### src/rtl/playback_pkg.sv
package playback_pkg;
  localparam int unsigned DEF_NIB_W  = 4;
  localparam int unsigned DEF_FACTOR = 5;

  function automatic int unsigned cnt_bits(input int unsigned modulus);
    return (modulus < 2) ? 1 : $clog2(modulus);
  endfunction
endpackage

### src/rtl/wrap_counter.sv
module wrap_counter #(
  parameter int unsigned MOD      = 5,
  parameter int unsigned CW       = 3,
  parameter bit          USE_NEXT = 1'b0
) (
  input  logic          clk,
  input  logic          rst_n,
  input  logic          clr,
  input  logic          step,
  output logic [CW-1:0] val_o
);
  localparam logic [CW-1:0] LAST = CW'(MOD - 1);

  logic [CW-1:0] q, cur, nxt, inc;

  assign cur = clr ? '0 : q;

  generate
    if ((1 << CW) == MOD) begin : g_pow2
      assign inc = cur + 1'b1;
    end else begin : g_cmp
      assign inc = (cur == LAST) ? '0 : cur + 1'b1;
    end
  endgenerate

  assign nxt = step ? inc : cur;

  always_ff @(posedge clk or negedge rst_n) begin
    if (!rst_n) q <= '0;
    else        q <= nxt;
  end

  generate
    if (USE_NEXT) begin : g_next
      assign val_o = nxt;
    end else begin : g_cur
      assign val_o = cur;
    end
  endgenerate
endmodule

### src/rtl/sample_hold.sv
module sample_hold #(
  parameter int unsigned NIB_W = 4
) (
  input  logic             clk,
  input  logic             rst_n,
  input  logic             clear,
  input  logic             load,
  input  logic [NIB_W-1:0] din,
  output logic             hold_o,
  output logic [NIB_W-1:0] sample_o
);
  localparam logic [NIB_W-1:0] MID = NIB_W'(1 << (NIB_W - 1));

  always_ff @(posedge clk or negedge rst_n) begin
    if (!rst_n) begin
      hold_o   <= 1'b0;
      sample_o <= MID;
    end else begin
      hold_o <= load;
      if (load)       sample_o <= din;
      else if (clear) sample_o <= MID;
    end
  end
endmodule

### src/rtl/interleave_playback.sv
module interleave_playback
  import playback_pkg::*;
#(
  parameter int unsigned NIB_W  = DEF_NIB_W,
  parameter int unsigned FACTOR = DEF_FACTOR
) (
  input  logic             clk,
  input  logic             rst_n,
  input  logic             start_i,
  input  logic             index_i,
  input  logic             nib_valid_i,
  input  logic [NIB_W-1:0] nib_data_i,
  output logic             hold_o,
  output logic [NIB_W-1:0] sample_o
);
  localparam int unsigned CW = cnt_bits(FACTOR);

  logic [CW-1:0] slot;
  logic [CW-1:0] phase;
  logic          pick;

  // Position within the group of FACTOR, restarted by index or start.
  wrap_counter #(.MOD(FACTOR), .CW(CW), .USE_NEXT(1'b0)) u_slot (
    .clk   (clk),
    .rst_n (rst_n),
    .clr   (index_i | start_i),
    .step  (nib_valid_i),
    .val_o (slot)
  );

  // Rotation phase; the advanced value is used in the index cycle itself.
  wrap_counter #(.MOD(FACTOR), .CW(CW), .USE_NEXT(1'b1)) u_phase (
    .clk   (clk),
    .rst_n (rst_n),
    .clr   (start_i),
    .step  (index_i & ~start_i),
    .val_o (phase)
  );

  assign pick = nib_valid_i && (slot == phase);

  sample_hold #(.NIB_W(NIB_W)) u_hold (
    .clk      (clk),
    .rst_n    (rst_n),
    .clear    (start_i),
    .load     (pick),
    .din      (nib_data_i),
    .hold_o   (hold_o),
    .sample_o (sample_o)
  );
endmodule

### config.mk
export PLATFORM = sky130hd
export DESIGN_NAME = interleave_playback
export DESIGN_NICKNAME = d
export VERILOG_FILES = /design/src/rtl/playback_pkg.sv /design/src/rtl/wrap_counter.sv /design/src/rtl/sample_hold.sv /design/src/rtl/interleave_playback.sv
export SDC_FILE = /design/constraint.sdc
export NUM_CORES = 1
export LEC_CHECK = 0
export BUFFER_PORTS_ARGS = -buffer_cell sky130_fd_sc_hd__buf_2
export CORE_MARGIN = 4
export CORE_UTILIZATION = 49
export CTS_BUF_LIST = sky130_fd_sc_hd__clkbuf_8
export CTS_CLUSTER_DIAMETER = 150
export DETAILED_ROUTE_END_ITERATION = 6
export PLACE_DENSITY = 0.87
export SYNTH_ARGS = -nofsm -noshare
export SYNTH_HDL_FRONTEND = slang
export SYNTH_SLANG_ARGS = --single-unit
### constraint.sdc
create_clock -name clk -period 1.76 [get_ports clk]
set_input_delay 0.352 -clock clk [delete_from_list [all_inputs] [get_ports clk]]
set_output_delay 0.352 -clock clk [all_outputs]
set_load 0.005 [all_outputs]
==> results of run 1 <==
-- registers in the layout (all words and copies together), names as in the netlist --
register         cells
u_phase.q            3
u_hold.hold_o        1
u_slot.q             3
u_hold.sample_o      4
-- repair_timing --
action / CTS / global route
endpoints found under the setup margin: 3 / 4
hold endpoints to repair: 10 / 0
pin swaps: 4 / 0
gates resized for setup: 3 / 3
hold buffers: 1 / 0
gates cloned: 0 / 0
buffers inserted: 5 / 1
-- critical path, cell delays in order, from the launching register on --
cell and delay [ns]:
dfrtp_1 0.38, inv_2 0.08, nor2_4 0.04, ha_4 0.23
or2b_4 0.25, a21oi_4 0.15, o221ai_4 0.15, nor2b_4 0.17
a22o_1 0.18
-- power groups by stage --
stage / sequential, W / clock, W / combinational (W)
after floorplan: 0.000291 / 0 / 0.0000720
after global routing: 0.000287 / 0.000272 / 0.000159
after global placement: 0.000287 / 0 / 0.000113
after detailed placement: 0.000289 / 0 / 0.000117
after CTS: 0.000284 / 0.000259 / 0.000135
final: 0.000285 / 0.000254 / 0.000144
-- worst max-delay path by stage --
stage,from,end,slack (ns),cells past startpoint
detailed placement,start_i,u_hold.sample_o[1]$_DFFE_PN0P_,-0.10,9
floorplan,u_phase.q[0]$_DFF_PN0_,u_hold.sample_o[0]$_DFFE_PN0P_,0.01,9
global placement,start_i,u_hold.sample_o[0]$_DFFE_PN0P_,-0.06,9
global route,u_phase.q[0]$_DFF_PN0_,u_hold.sample_o[1]$_DFFE_PN0P_,-0.06,8
CTS,u_phase.q[0]$_DFF_PN0_,u_hold.sample_o[1]$_DFFE_PN0P_,0.02,8
finish,u_phase.q[0]$_DFF_PN0_,u_hold.sample_o[1]$_DFFE_PN0P_,0.0004,8
-- cell usage in the layout (no fill, tap or decap), types with 2 or more instances in the layout --
cell type | synthesis | routed
a21oi_1 | 6 | 4
a22o_1 | 3 | 3
buf_2 | 0 | 13
buf_4 | 1 | 9
clkbuf_8 | 0 | 3
dfrtp_1 | 10 | 10
ha_1 | 4 | 2
inv_1 | 8 | 6
inv_2 | 0 | 2
nand2_1 | 8 | 7
nand2b_1 | 3 | 2
nand3_1 | 3 | 3
nor2_1 | 3 | 2
o21ai_0 | 5 | 4
-- cell type report --
class / count / share of cell area
Multi-Input combinational cell: 46 / 0.443
Timing Repair Buffer: 23 / 0.155
Tap cell: 14 / 0.0190
Clock buffer: 3 / 0.0448
Inverter: 8 / 0.0326
Clock inverter: 1 / 0.00543
Sequential cell: 11 / 0.300
-- through the flow --
step	worst slack [ns]	power, W	area, um^2
final	0.000444	0.000683	921
after detailed placement	-0.101	0.000406	783
after floorplan	0.0124	0.000363	704
after global placement	-0.0599	0.000400	783
after global routing	-0.0611	0.000718	921
after CTS	0.0169	0.000679	891
-- metal layers --
| layer | part of all wire | global-route usage |
|---|---|---|
| met5 | 0 | 0 |
| met4 | 0.048 | 0.139 |
| met3 | 0.068 | 0.0876 |
| met2 | 0.50 | 0.321 |
| met1 | 0.39 | 0.221 |
-- cells by family after synthesis --
kind of cell	count (synthesis)	synth area share
multiplexers	1	0.0152
flip-flops	11	0.419
buffers and inverters	10	0.0739
AND/OR/NAND/NOR	20	0.157
XOR/XNOR	1	0.0133
AO/OA/AOI/OAI	20	0.246
adder cells (fa/ha/maj)	4	0.0758
==> impl_metrics.toml, run 1 <==
[synth]
synth_area_per_cell_um2 = 9.86
synthTopCellsByCount = "dfrtp_1 (10), inv_1 (8), nand2_1 (8), a21oi_1 (6), o21ai_0 (5)"
yosysMostFrequentCell = "dfrtp_1"
synth_fp_nets = 80
synthFlopType = "dfrtp_1"
synth_edf_count = 0
async_flop_share = 1.00
synth.top_cells.by_area = "dfrtp_1 (38%), ha_1 (7.6%), a21oi_1 (4.5%)"
yosys.area.top_type_share = 0.379
synth_warnings = 0
syn_inst = 67
netlist_area_um2 = 661
yosysSeqAreaShare = 0.419
netlist-cell-type-count = 24
ys_ff_latch = 11
yosys.area.top_type = "dfrtp_1"

[global_routing]
antenna_found_initial = 0
overflow = 0
grt_pass1_vias = 637
grt_use_total = 0.204
grt_max_degree = 12
grt_pass1_wl_um = 2840

[layout]
drive_gt1_frac = 0.457
syn_to_final_growth_pct = 39.4
multiInputGateArea_um2 = 408
final_cells = 106
antenna_cells = 0
layout.nets = 106
finalCoreUtilization = 0.776
regArea_um2 = 277
num-fill-cells = 82

[sta]
maxSlewViolCount = 0
fin_setup_tns_ns = 0
setup_viol = 0
rsz0062_at_grt = "yes"
relSlewSlack = 0.779
hold_slack_ns = 0.345
max_slew.worst_pin.slew_ns = 0.331
final.min_clock_period_ns = 1.76
clock_skew_ns = 0.00369
clock.fmax_mhz = 568
fin_crit_sh = 1.00
hold_viol = 0

[run]
cap_violations = 0

[clocking]
clkTransAtPathRegs_ns = 0.05
tritoncts = "built"
ctsHtreeMaxLevel = 1
cts_made_buffers = 3
cts_buffer_depth = 2
cts_root_buf = "clkbuf_8"
clk_latency_ns = 0.24
cts.sinks = 11

[die]
fp.dieW_um = 44.7
die-area_um2 = 2000
ios = 14
die_y_um = 44.7
start_util = 0.557
core_um2 = 1190
fp-row-count = 12

[routing]
via_per_inst = 5.47
drc = 0
ant_nets = 0
vias = 580
dr.pass1.iters = 4
drtIter0Drc = 20
wl_um = 1550
wl_per_cell_um = 14.6

[worst_setup_path]
reg2reg_depth = 8
crit_arrival_ns = 1.88
critPathKind = "reg2reg"
cp-start-kind = "register"
cp.required_ns = 1.88
crit_fanout = 4
r2r-end = "u_hold.sample_o[1]$_DFFE_PN0P_"
end_kind = "register"
reg2reg_from = "u_phase.q[0]$_DFF_PN0_"
rrSetupSlack_ns = 0.0004

[power_and_ir_drop]
power.clock.fraction = 0.372
ir_drop_mv = 0.607
internal_power_w = 0.000501
seqPwrFrac = 0.417
leakage_nw = 0.453
p_sw_frac = 0.267
switching_power_w = 0.000182
powerDensity_nw_per_um2 = 742
combPwrFrac = 0.211

[min_path]
hold_start = "nib_data_i[2]"
hold_class = "in2reg"
min_path_cells = 2
worstHoldEndpoint = "u_hold.sample_o[2]$_DFFE_PN0P_"

[placement]
dp_hpwl_um = 1110
placed_cells = 95
gp_congestion = 0.737
port_buffers = 13

[status]
status = "completed"
No activity file was read; power rests on OpenSTA's default activity.
==> run 2: changes to the inputs <==
- CORE_MARGIN: 4 -> 2
==> run 2 against run 1 <==
Net effect: hold slack better by 0.0042 ns; maximum frequency grew 2.0%; critical path depth unchanged; clock skew decreased by 0.0023 ns; combinational power decreased by 11%; clock-buffer cell count did not move; core utilization decreased by 8.7 points; highest routed layer unchanged.
==> impl_metrics.toml, run 2 (synthesized netlist as in run 1, its figures left out) <==
[layout]
largest_register_ffs = 4
final_cells = 105
drive_gt1_frac = 0.433
syn_to_final_growth_pct = 34.1
final_common_cell = "buf_2"
layout_common_cells = "buf_2 (13), dfrtp_1 (10), nand2_1 (7), buf_4 (7), inv_1 (6)"
largest_register = "u_hold.sample_o"
antenna_cells = 0
layout.nets = 104
top_regs = "u_hold.sample_o x4, u_phase.q x3, u_slot.q x3"
finalInstanceArea_um2 = 886
num-fill-cells = 94

[clocking]
tritoncts = "built"
ctsHtreeMaxLevel = 1
clkTransAtPathRegs_ns = 0.05
clk_latency_ns = 0.24
cts_buffer_depth = 2
cts_root_buf = "clkbuf_8"
cts.sinks = 11
cts_made_buffers = 3

[global_routing]
grt_max_degree = 12
antenna_found_initial = 0
grt.met3_usage = 0.0326
use_met1 = 0.259
grt_use_total = 0.198
grt_pass1_wl_um = 2110
overflow = 0
use_met2 = 0.310
grt_pass1_vias = 503
gr-max-usage-layer = "met2"

[power_and_ir_drop]
leakage_nw = 0.444
ir_drop_mv = 0.583
powerDensity_nw_per_um2 = 746
p_total_w = 0.000661

[routing]
vias = 542
wl_per_cell_um = 12.7
ant_nets = 0
wl_um = 1340
drc = 0
via_per_inst = 5.16
dr.pass1.iters = 4
drtIter0Drc = 7

[min_path]
min_path_cells = 2
hold_class = "in2reg"

[worst_setup_path]
reg2reg_depth = 8
cp-start-kind = "register"
end_kind = "register"
crit_arrival_ns = 1.85
crit_fanout = 4
cp.required_ns = 1.88
critPathKind = "reg2reg"

[die]
die-area_um2 = 1660
start_util = 0.514
ios = 14
die_y_um = 40.7
core_um2 = 1280
fp-row-count = 13
fp.dieW_um = 40.7

[placement]
placedInstanceArea_um2 = 807
gp_congestion = 0.729
port_buffers = 13
dp_hpwl_um = 1060
placed_cells = 99

[sta]
maxSlewViolCount = 0
clock.fmax_mhz = 580
fin_crit_sh = 0.980
final.min_clock_period_ns = 1.72
clock_skew_ns = 0.00142
relSlewSlack = 0.820
rsz0062_at_grt = "yes"
hold_viol = 0
max_slew.worst_pin.slew_ns = 0.269
setup_viol = 0

[run]
cap_violations = 0

[status]
status = "completed"
run 2: worst max-delay path: stages, from the launching register on:
cell,delay [ns]
dfrtp_1,0.42
nand2b_4,0.10
inv_2,0.04
ha_4,0.21
or2b_4,0.24
a21oi_2,0.12
o221ai_2,0.13
nor2b_4,0.16
a22o_1,0.18
run 2: cell type report:
cell class                 instances  area (um^2)  area share
multi-input combinational         46          388       0.438
sequential                        11          277       0.312
timing repair buffer              21          128       0.144
clock buffer                       3         41.3      0.0466
inverter                           8         30.0      0.0339
tap                               15         18.8      0.0212
clock inverter                     1         3.75     0.00424
run 2: through the flow:
stage,worst slack [ns],utilization,hold WS (ns),setup TNS [ns]
after detailed placement,-0.0879,0.628,0.238,-0.240
after global routing,-0.0394,0.689,0.352,-0.101
final,0.0352,0.689,0.350,0
after global placement,-0.0517,0.628,0.230,-0.136
after floorplan,0.0124,-,0.0564,0
after CTS,0.00894,0.684,0.349,0
run 2: where the power goes:
group / total, W / internal, W / switching [W]
registers: 0.000284 / 0.000273 / 0.0000108
clock network: 0.000249 / 0.000153 / 0.0000957
logic: 0.000128 / 0.0000656 / 0.0000625
run 2: timing repair:
item | in CTS | in global routing
setup buffers | 0 | 1
endpoints found under the setup margin | 3 | 3
pin swaps | 3 | 2
cloned | 0 | 0
resized for setup | 3 | 1
hold buffers | 1 | 0
endpoints found under the hold margin | 10 | 0
run 2: final timing paths:
path / start / endpoint / slack, ns
setup / recovery: u_phase.q[1]$_DFF_PN0_ / u_hold.sample_o[2]$_DFFE_PN0P_ / 0.04
hold / removal: nib_data_i[1] / u_hold.sample_o[1]$_DFFE_PN0P_ / 0.35
setup reg to reg: u_phase.q[1]$_DFF_PN0_ / u_hold.sample_o[2]$_DFFE_PN0P_ / 0.04
hold reg to reg: u_hold.sample_o[3]$_DFFE_PN1P_ / u_hold.sample_o[3]$_DFFE_PN1P_ / 0.46
max in group asynchronous: rst_n / u_hold.sample_o[3]$_DFFE_PN1P_ / 0.99
min in group asynchronous: rst_n / u_hold.sample_o[1]$_DFFE_PN0P_ / 0.51
run 2: routing by layer:
metal,vias up,part of all wire
li1,277,-
met1,255,0.44
met2,8,0.54
met3,2,0.013
met4,0,0.011
met5,-,0
